==> config.mk <==
export PLATFORM = sky130hd
export DESIGN_NAME = byte_shifter
export DESIGN_NICKNAME = d
export VERILOG_FILES = /design/src/rtl/byte_shifter.sv
export SDC_FILE = /design/constraint.sdc
export NUM_CORES = 1
export LEC_CHECK = 0
export ABC_CLOCK_PERIOD_IN_PS = 2600
export BUFFER_PORTS_ARGS = -buffer_cell sky130_fd_sc_hd__buf_2
export CAP_MARGIN = 30
export CORE_AREA = 2 2 39 41
export DETAILED_ROUTE_END_ITERATION = 7
export DIE_AREA = 0 0 41 43
export GPL_TIMING_DRIVEN = 0
export PLACE_DENSITY = 0.63
export SLEW_MARGIN = 10
export SYNTH_ARGS = -nofsm -noshare
export SYNTH_HDL_FRONTEND = slang
export SYNTH_SLANG_ARGS = --single-unit
==> constraint.sdc <==
create_clock -name vclk -period 2.6
set_input_delay 0.13 -clock vclk [all_inputs]
set_output_delay 0.13 -clock vclk [all_outputs]
set_load 0.005 [all_outputs]
==> src/rtl/byte_shifter.sv <==
module byte_shifter (
  input  logic [7:0] opnd_i,
  input  logic       cin_i,
  input  logic [2:0] op_i,
  output logic [7:0] res_o,
  output logic [7:0] flags_o
);

  localparam logic [2:0] OP_ROTL    = 3'd0;
  localparam logic [2:0] OP_ROTR    = 3'd1;
  localparam logic [2:0] OP_ROTL_C  = 3'd2;
  localparam logic [2:0] OP_ROTR_C  = 3'd3;
  localparam logic [2:0] OP_SHL     = 3'd4;
  localparam logic [2:0] OP_SHR_A   = 3'd5;
  localparam logic [2:0] OP_SHL_ONE = 3'd6;
  localparam logic [2:0] OP_SHR_L   = 3'd7;

  always_comb begin
    logic [7:0] r;
    logic       c;
    logic       left;
    logic       fill;
    left = ~op_i[0];
    case (op_i)
      OP_ROTL:    begin r = {opnd_i[6:0], opnd_i[7]}; c = opnd_i[7]; end
      OP_ROTR:    begin r = {opnd_i[0], opnd_i[7:1]}; c = opnd_i[0]; end
      OP_ROTL_C:  begin r = {opnd_i[6:0], cin_i};     c = opnd_i[7]; end
      OP_ROTR_C:  begin r = {cin_i, opnd_i[7:1]};     c = opnd_i[0]; end
      OP_SHL:     begin r = {opnd_i[6:0], 1'b0};      c = opnd_i[7]; end
      OP_SHR_A:   begin r = {opnd_i[7], opnd_i[7:1]}; c = opnd_i[0]; end
      OP_SHL_ONE: begin r = {opnd_i[6:0], 1'b1};      c = opnd_i[7]; end
      default:    begin r = {1'b0, opnd_i[7:1]};      c = opnd_i[0]; end
    endcase
    res_o   = r;
    flags_o = {r[7], (r == 8'h00), r[5], 1'b0, r[3], ~^r, 1'b0, c};

    fill = left ? res_o[0] : res_o[7];

    // the carry out is the bit shifted off the end
    p_carry_out_r2: assert (flags_o[0] == (left ? opnd_i[7] : opnd_i[0]));
    // surviving bits move by one position
    p_body_moves_r6: assert (left ? (res_o[7:1] == opnd_i[6:0]) : (res_o[6:0] == opnd_i[7:1]));
    // circular rotate puts the lost bit back in
    p_circ_fill_r3: assert (op_i[2:1] != 2'b00 || fill == flags_o[0]);
    // only through-carry rotates insert the incoming carry
    p_thru_fill_r13: assert (op_i[2:1] != 2'b01 || fill == cin_i);
    // arithmetic right shift keeps the sign
    p_sign_kept_r7: assert (op_i != OP_SHR_A || res_o[7] == opnd_i[7]);
    // set-bit left shift always ends in one
    p_low_set_r8: assert (op_i != OP_SHL_ONE || res_o[0]);
    // zero flag agrees with the result
    p_zero_flag_r11: assert (flags_o[6] == (res_o == 8'h00));
  end

endmodule

==> flow_summary.yaml <==
timing:
  fin_crit_ns: 1.59
  rsz0062_at_grt: "no"
  fmax_mhz: 630
  fin_crit_sh_pct: 61.0
  slew_violations: 0
  finalSetupViolCount: 0
  hold_viol: 0
  setup_tns_ns: 0
route:
  routed_wl_um: 736
  antenna_left: 0
  drc: 0
  drt_iter0_markers: 6
  via_per_inst: 4.19
  vias: 348
  first_pass_iters: 3
  wl_per_cell_um: 8.87
power_and_ir_drop:
  power.leakage_nw: 0.284
  finalPower_mw: 0.103
  power_density_mw_per_mm2: 226
  irDropWorstVdd_uv: 133
layout:
  antenna_cells: 0
  flops_and_latches: 0
  num-clock-buffers: 0
  postLayoutCoreUtil_pct: 32.9
  drive_gt1_share_pct: 47.8
  nFillCells: 165
  final_net_count: 85
  seq_area_um2: 0
  area_delta_synth_final_pct: 51.0
  multi_input_area_um2: 234
floorplan:
  core-area_mm2: 0.00138
  initial_core_util_pct: 21.8
  die-area_mm2: 0.00176
  dieWidth_um: 41
  chipHeight_um: 43
  row_count: 14
  io_pins: 28
global_route:
  antenna_found_initial: 0
  grt-ovfl-total: 0
  grt_use_total_pct: 7.69
  grt_pass1_vias: 281
  grt_pass1_wl_um: 1040
  grt_max_degree: 11
worst_setup_path:
  critPathMaxFanout: 5
  cp-start-kind: "input port"
  cp-end-kind: "output pin"
  crit_type: "in -> out"
  cp.required_ns: 2.47
  worstPathArrival_ns: 1.46
cts:
  cts_hold_buf: 0
  ctsResizeCount: 0
  cts_setup_buffers: 0
run:
  max-cap-violations: 0
place:
  port_buffers: 26
  dp_hpwl_um: 677
  place.gp.congestion: 0.754
run_status:
  outcome: "complete, no violations"
synth:
  yosysUniqueCellTypes: 18
  syn-instance-count: 40
  syn_area_um2: 302
  yosys_warnings: 0
  yosysSeqAreaShare_pct: 0
  synth_mux_area_share_pct: 23.2
  yosys.area_share.simple_pct: 14.1
  avgSynthCellArea_um2: 7.54
  synth_xor_area_share_pct: 8.71
  synth_adder_area_share_pct: 16.6
  synth_top_family_by_area: "buffers and inverters"
  synth_compound_area_share_pct: 12.4
min_path:
  hp-class: "in -> out"
## worst max-delay path, stage by stage
cell      delay, ns
buf_2          0.13
nand2b_1       0.15
nor3_1         0.20
a211oi_1       0.08
ha_1           0.31
xnor2_1        0.18
xnor2_1        0.14
buf_2          0.13
## synth_stat cells (all sizes together)
| cell | n | area share, % |
|---|---|---|
| nor2 | 1 | 1.2 |
| mux2i | 7 | 23 |
| a211oi | 1 | 2.5 |
| nand2b | 1 | 2.1 |
| o21a | 1 | 2.5 |
| o21ai | 1 | 1.7 |
| inv | 6 | 7.5 |
| o221ai | 1 | 2.9 |
| and4 | 1 | 2.9 |
| xnor2 | 3 | 8.7 |
| nor3 | 1 | 1.7 |
| buf | 6 | 16 |
| nand2 | 3 | 3.7 |
| ha | 4 | 17 |
| conb | 1 | 1.2 |
| nor3b | 1 | 2.5 |
| a211o | 1 | 2.9 |
## routing by layer
layer | track usage, % | share of wire [%]
met4 | 0 | 0
met1 | 10.4 | 42
met5 | 0 | 0
met3 | 0 | 9.8
met2 | 13.8 | 48
## cells in the final DEF, fill, tap and decap left out
cell,n
o21ai_0,1
inv_1,6
a211oi_1,1
nor3_1,1
buf_6,1
xnor2_1,3
buf_4,5
nand2_1,3
nand2b_1,1
buf_2,26
o221ai_1,1
conb_1,2
and4_1,1
o21a_1,1
mux2i_1,7
nor2_1,1
ha_1,4
a211o_1,1
nor3b_1,1
## stage by stage
stage	instances	setup slack, ns	hold WS [ns]	cell area, um^2
after global routing	83	0.859	0.586	455
final	83	1.01	0.566	455
after CTS	83	0.987	0.573	455
after floorplan	41	1.33	0.356	305
after detailed placement	83	0.995	0.573	455
after global placement	83	1.00	0.574	455
## cell families after synthesis
kind of cell / count (synthesis)
mux: 7
xor+xnor: 3
fa+ha+maj: 4
other cells: 1
buf+inv: 12
simple gates: 8
compound gates: 5
## cell type report
type                            count  share of cell area, %
Tap cell                           16                   4.40
Inverter                            6                   4.95
Timing Repair Buffer               26                   28.6
Buffer                              6                   10.7
Multi-Input combinational cell     29                   51.4
## report_power, final
group,internal [mW],leakage (nW),switching [mW]
combinational,0.0581,0.284,0.0449
clock,0,0,0
sequential,0,0,0
## final timing paths
| kind | from | to | slack, ns | depth (start not counted) |
|---|---|---|---|---|
| min | opnd_i[1] | res_o[0] | 0.57 | 3 |
| max | op_i[0] | flags_o[2] | 1.01 | 8 |
Note: power is estimated with default switching activity, not from simulation.
